<file path="src/rtl/sprite_vhit_pkg.sv">
package sprite_vhit_pkg;

   // Byte position of a given sprite row inside its pixel data
   function automatic int unsigned row_to_offset(input int unsigned row,
                                                 input int unsigned bytes);
      return row * bytes;
   endfunction

   // Index width able to address n rows (at least 1 bit)
   function automatic int unsigned row_index_bits(input int unsigned n);
      return (n > 1) ? $clog2(n) : 1;
   endfunction

endpackage

</file>
<file path="src/rtl/vhit_diff_stage.sv">
module vhit_diff_stage #(
   parameter int COORD_W = 10
) (
   input  logic               clk,
   input  logic               rst_n,
   input  logic               ce,
   input  logic               take,
   output logic               stage_ready,
   input  logic [COORD_W-1:0] spr_top,
   input  logic [COORD_W-1:0] scan_line,
   output logic               diff_valid,
   output logic [COORD_W:0]   diff,
   input  logic               down_ready
);

   logic               v_q;
   logic [COORD_W:0]   diff_q;
   logic [COORD_W:0]   diff_d;

   // Extra top bit turns into a borrow flag when line < top
   assign diff_d      = {1'b0, scan_line} - {1'b0, spr_top};
   assign stage_ready = !v_q || down_ready;

   always_ff @(posedge clk) begin
      if (!rst_n) begin
         v_q    <= 1'b0;
         diff_q <= '0;
      end else if (ce && stage_ready) begin
         v_q <= take;
         if (take) begin
            diff_q <= diff_d;
         end
      end
   end

   assign diff_valid = v_q;
   assign diff       = diff_q;

endmodule

</file>
<file path="src/rtl/vhit_range_stage.sv">
module vhit_range_stage
   import sprite_vhit_pkg::*;
#(
   parameter int COORD_W      = 10,
   parameter int SPR_ROWS     = 16,
   parameter int ROW_BYTES    = 4,
   parameter int OFS_W        = 8,
   parameter bit OFS_BY_TABLE = 1'b1
) (
   input  logic             clk,
   input  logic             rst_n,
   input  logic             ce,
   input  logic             diff_valid,
   input  logic [COORD_W:0] diff,
   output logic             stage_ready,
   output logic             res_valid,
   output logic             res_visible,
   output logic [OFS_W-1:0] res_offset,
   input  logic             down_ready
);

   localparam int ROW_W   = row_index_bits(SPR_ROWS);
   localparam int TBL_LEN = 1 << ROW_W;

   logic             hit;
   logic [ROW_W-1:0] row;
   logic [OFS_W-1:0] row_ofs;
   logic             v_q;
   logic             vis_q;
   logic [OFS_W-1:0] ofs_q;

   // Borrow bit clear and magnitude below the height means a hit
   assign hit = !diff[COORD_W] &&
                ({1'b0, diff[COORD_W-1:0]} < (COORD_W+1)'(SPR_ROWS));
   assign row = diff[ROW_W-1:0];

   generate
      if (OFS_BY_TABLE) begin : g_table
         logic [OFS_W-1:0] ofs_tbl [TBL_LEN];
         for (genvar g = 0; g < TBL_LEN; g++) begin : g_entry
            if (g < SPR_ROWS) begin : g_used
               assign ofs_tbl[g] = OFS_W'(row_to_offset(g, ROW_BYTES));
            end else begin : g_spare
               assign ofs_tbl[g] = '0;
            end
         end
         assign row_ofs = ofs_tbl[row];
      end else begin : g_mult
         assign row_ofs = OFS_W'(int'(row) * ROW_BYTES);
      end
   endgenerate

   assign stage_ready = !v_q || down_ready;

   always_ff @(posedge clk) begin
      if (!rst_n) begin
         v_q   <= 1'b0;
         vis_q <= 1'b0;
         ofs_q <= '0;
      end else if (ce && stage_ready) begin
         v_q <= diff_valid;
         if (diff_valid) begin
            vis_q <= hit;
            ofs_q <= hit ? row_ofs : '0;
         end
      end
   end

   assign res_valid   = v_q;
   assign res_visible = vis_q;
   assign res_offset  = ofs_q;

endmodule

</file>
<file path="src/rtl/sprite_vhit_check.sv">
module sprite_vhit_check
   import sprite_vhit_pkg::*;
#(
   parameter int COORD_W      = 10,
   parameter int SPR_ROWS     = 16,
   parameter int ROW_BYTES    = 4,
   parameter int OFS_W        = 8,
   parameter bit OFS_BY_TABLE = 1'b1
) (
   input  logic               clk,
   input  logic               rst_n,
   input  logic               ce,
   input  logic               in_valid,
   output logic               in_ready,
   input  logic [COORD_W-1:0] spr_top,
   input  logic [COORD_W-1:0] scan_line,
   input  logic               out_ready,
   output logic               out_valid,
   output logic               out_visible,
   output logic [OFS_W-1:0]   out_offset
);

   localparam longint MAX_OFS = longint'(SPR_ROWS - 1) * ROW_BYTES;

   generate
      if (COORD_W < 2) begin : g_bad_coord
         $error("COORD_W must be at least 2");
      end
      if (SPR_ROWS < 1 || SPR_ROWS >= (1 << COORD_W)) begin : g_bad_rows
         $error("SPR_ROWS must lie in 1 .. 2**COORD_W-1");
      end
      if (ROW_BYTES < 1) begin : g_bad_bytes
         $error("ROW_BYTES must be positive");
      end
      if (MAX_OFS >= (longint'(1) << OFS_W)) begin : g_bad_ofs
         $error("largest row offset does not fit OFS_W");
      end
   endgenerate

   logic             s1_ready;
   logic             s1_valid;
   logic [COORD_W:0] s1_diff;
   logic             s2_ready;
   logic             take;

   // A new request only enters when the output side can drain
   assign in_ready = ce && s2_ready;
   assign take     = in_valid && s2_ready;

   vhit_diff_stage #(
      .COORD_W (COORD_W)
   ) u_diff (
      .clk         (clk),
      .rst_n       (rst_n),
      .ce          (ce),
      .take        (take),
      .stage_ready (s1_ready),
      .spr_top     (spr_top),
      .scan_line   (scan_line),
      .diff_valid  (s1_valid),
      .diff        (s1_diff),
      .down_ready  (s2_ready)
   );

   vhit_range_stage #(
      .COORD_W      (COORD_W),
      .SPR_ROWS     (SPR_ROWS),
      .ROW_BYTES    (ROW_BYTES),
      .OFS_W        (OFS_W),
      .OFS_BY_TABLE (OFS_BY_TABLE)
   ) u_range (
      .clk         (clk),
      .rst_n       (rst_n),
      .ce          (ce),
      .diff_valid  (s1_valid),
      .diff        (s1_diff),
      .stage_ready (s2_ready),
      .res_valid   (out_valid),
      .res_visible (out_visible),
      .res_offset  (out_offset),
      .down_ready  (out_ready)
   );

   logic unused_s1_ready;
   assign unused_s1_ready = s1_ready;

endmodule

</file>
<file path="config.mk">
export PLATFORM = sky130hd
export DESIGN_NAME = sprite_vhit_check
export DESIGN_NICKNAME = d
export VERILOG_FILES = /design/src/rtl/sprite_vhit_pkg.sv /design/src/rtl/vhit_diff_stage.sv /design/src/rtl/vhit_range_stage.sv /design/src/rtl/sprite_vhit_check.sv
export SDC_FILE = /design/constraint.sdc
export NUM_CORES = 1
export LEC_CHECK = 0
export CORE_AREA = 2 2 87 47
export DETAILED_ROUTE_END_ITERATION = 10
export DIE_AREA = 0 0 89 49
export PLACE_DENSITY = 0.67
export SLEW_MARGIN = 5
export SYNTH_ARGS = -nofsm -noshare
export SYNTH_HDL_FRONTEND = slang
export SYNTH_HIERARCHICAL = 1
export SYNTH_SLANG_ARGS = --single-unit
</file>
<file path="constraint.sdc">
create_clock -name clk -period 4.83 [get_ports clk]
set_clock_uncertainty 0.05 [all_clocks]
set_input_delay 0.966 -clock clk [delete_from_list [all_inputs] [get_ports clk]]
set_output_delay 0.966 -clock clk [all_outputs]
set_load 0.01 [all_outputs]
</file>
==> results_dict.tcl <==
set metrics [dict create \
    pre_cts_ws_ns 1.27 \
    drv_slew 0 \
    via_per_inst 4.78 \
    cts_sinks 18 \
    grt_pass1_wl_um 4420 \
    synth_warnings 6 \
    cp.required_ns 3.81 \
    p_leak_nw 0.689 \
    synth_area_leaders "dfxtp_1, ha_1, nand2_1, nand3_1, a21oi_1" \
    port_buffers 31 \
    vdd_drop_max_mv 0.0754 \
    start_kind "primary input" \
    hpwl_um 2040 \
    hp-class "reg2reg" \
    finalNetCount 215 \
    holdBufCountCts 0 \
    internal_power_mw 0.267 \
    swShare 0.276 \
    fill_cells 402 \
    finalSetupTns_ns 0 \
    synth_area_um2 1220 \
    clkTransAtPathRegs_ns 0.06 \
    die_w_um 89 \
    antenna_found_initial 0 \
    pwr-share-clk 0.270 \
    yosys.area.top_type_share 0.294 \
    track_usage 0.130 \
    syn2layout_area_growth_pct 31.1 \
    syn_inst 149 \
    critPathTopFamily "buffers and inverters" \
    place.gp.congestion 0.782 \
    ys_types 40 \
    grt_max_degree 31 \
    grt_util_met2 0.187 \
    wl_per_cell_um 11.4 \
    postCtsSetupBuffers 0 \
    ys_seq_elements 18 \
    worstPathArrival_ns 2.52 \
    htreeDepth 1 \
    p_per_area_nw_per_um2 230 \
    cpMostUsedCell "clkdlybuf4s50_1" \
    maxCapViolCount 0 \
    syn_area_per_cell_um2 8.21 \
    dr.pass1.iters 4 \
    die_height_um 49 \
    grt_busiest_layer "met1" \
    drc 0 \
    crit_fanout 6 \
    path_cells "clkdlybuf4s50_1, nor2b_1, inv_1, and2_1, clkdlybuf4s50_1" \
    use_met1 0.187 \
    cp_slowest_cell "clkdlybuf4s50_1" \
    p_seq_frac 0.441 \
    critPathKind "in2out" \
    synth_area_leader_cell "dfxtp_1" \
    finalCritPeriodShare 0.732 \
    grt.met3_usage 0.0491 \
    max_freq_mhz 283 \
    clock_path_buffers 2 \
    max_stage_delay_ns 0.47 \
    holdWs_ns 0.427 \
    critPathBufInv 3 \
    hold_viol 0 \
    postRouteAntennaNets 0 \
    ios 36 \
    gr-total-overflow 0 \
    status "completed" \
    numCtsBuffers 3 \
    fp-row-count 16 \
    max_slew.worst_pin.slew_ns 0.904 \
    cts_tree "done" \
    grt_pass1_vias 1072 \
    root_buffer "clkbuf_8" \
    diodes 0 \
    p_comb_frac 0.289 \
    synth_edf_count 0 \
    slew_headroom 0.396 \
    ctsResizeCount 0 \
    vias 1104 \
    setup_violations 0 \
    synthArstFlopShare 0 \
    clkLatencyLatePin_ns 0.25 \
    yosysMostFrequentCell "nand2_1" \
    period_minus_slack_ns 3.54 \
    dieArea_um2 4360 \
    p_sw_mw 0.102 \
    worst_slack_ns 1.29 \
    initial_utilization 0.332 \
    ys_seq_area_frac 0.294 \
    core_area_um2 3680 \
    synth_common_cells "nand2_1, dfxtp_1, inv_1" \
    synth_flop_cell "dfxtp_1" \
    rsz0062_at_grt "no" \
    end_kind "output port" \
    layout-drive-gt1-share 0.0621 \
    routed_wl_um 2630 \
    drtIter0Drc 45 \
]
==> final cells by class <==
| class | instances | area, um^2 | area share |
|---|---|---|---|
| clock buffers | 3 | 41.3 | 0.0257 |
| well taps | 54 | 67.6 | 0.0421 |
| flip-flops and latches | 18 | 360 | 0.225 |
| multi-input cells | 113 | 779 | 0.486 |
| inverters | 12 | 45.0 | 0.0281 |
| repair buffers | 31 | 310 | 0.193 |
==> power by group through the flow <==
stage                     registers (mW)  clock network (mW)  logic (mW)
after floorplan                    0.165                   0      0.0714
after global placement             0.166                   0       0.105
after detailed placement           0.166                   0       0.106
after CTS                          0.163               0.102       0.107
after global routing               0.164               0.107       0.119
final                              0.163              0.0994       0.107
==> worst register-to-register path, cell delays in order, from the launching register on <==
cell and delay (ns):
dfxtp_1 0.34, nor2b_1 0.36, inv_1 0.16, nand2b_1 0.19, and3_1 0.32, nand3b_1 0.17
mux2_2 0.19, o211ai_1 0.09
==> cell usage in the layout (no fill, tap or decap) <==
cell type / synthesis / layout
a211oi_1: 1 / 1
a21boi_0: 2 / 2
a21o_1: 2 / 2
a21oi_1: 9 / 9
a22o_1: 1 / 1
a22oi_1: 1 / 1
a31o_2: 1 / 1
a31oi_1: 1 / 1
a32o_2: 4 / 4
and2_1: 4 / 4
and3_1: 1 / 1
clkbuf_8: 0 / 3
clkdlybuf4s50_1: 0 / 31
conb_1: 1 / 4
dfxtp_1: 18 / 18
fa_1: 1 / 1
ha_1: 10 / 10
inv_1: 12 / 12
mux2_2: 1 / 1
mux2i_1: 1 / 1
nand2_1: 19 / 19
nand2b_1: 2 / 2
nand3_1: 11 / 11
nand3b_1: 2 / 2
nand4_1: 3 / 3
nor2_1: 2 / 2
nor2b_1: 4 / 4
nor3_1: 5 / 5
nor3b_1: 2 / 2
nor4_4: 1 / 1
o211a_1: 3 / 3
o211ai_1: 1 / 1
o21a_1: 1 / 1
o21ai_0: 4 / 4
o21ai_1: 1 / 1
o31ai_1: 2 / 2
or4_4: 1 / 1
or4b_1: 1 / 1
xnor2_1: 4 / 4
==> layer usage <==
metal	vias to the layer above	routed length (um)	share of wire
met5	-	0	0
met4	0	0	0
met2	31	908	0.34
li1	582	-	-
met3	0	181	0.069
met1	491	1540	0.59
==> logic make-up (layout without fill, tap and decap cells) <==
group	after synthesis	after routing	share of synthesized area
simple gates	58	58	0.261
buf+inv	21	46	0.0777
compound gates	34	34	0.199
mux	2	2	0.0174
flops	18	18	0.294
other cells	1	4	0.00306
xor+xnor	4	4	0.0286
fa+ha+maj	11	11	0.119
==> sequential cells by signal, indices dropped and copies added (netlist names) <==
name	cells
u_range/res_offset	4
u_range/res_visible	1
u_diff/diff	11
u_diff/diff_valid	1
u_range/res_valid	1
==> final timing paths <==
check | cells after the start | end | start | slack [ns]
max | 5 | in_ready | out_ready | 1.29
min reg2reg | 2 | u_range/res_valid | u_range/res_valid | 0.43
min | 2 | u_range/res_valid | u_range/res_valid | 0.43
max reg2reg | 7 | u_diff/diff[9] | u_range/res_valid | 2.84
==> through the flow <==
stage,std cells,util,total power [mW],instance area (um^2)
floorplan,152,-,0.237,1230
global placement,228,0.424,0.271,1560
detailed placement,228,0.424,0.272,1560
CTS,231,0.435,0.371,1600
global route,231,0.435,0.390,1600
finish,231,0.435,0.369,1600
No activity file was read; power rests on OpenSTA's default activity.
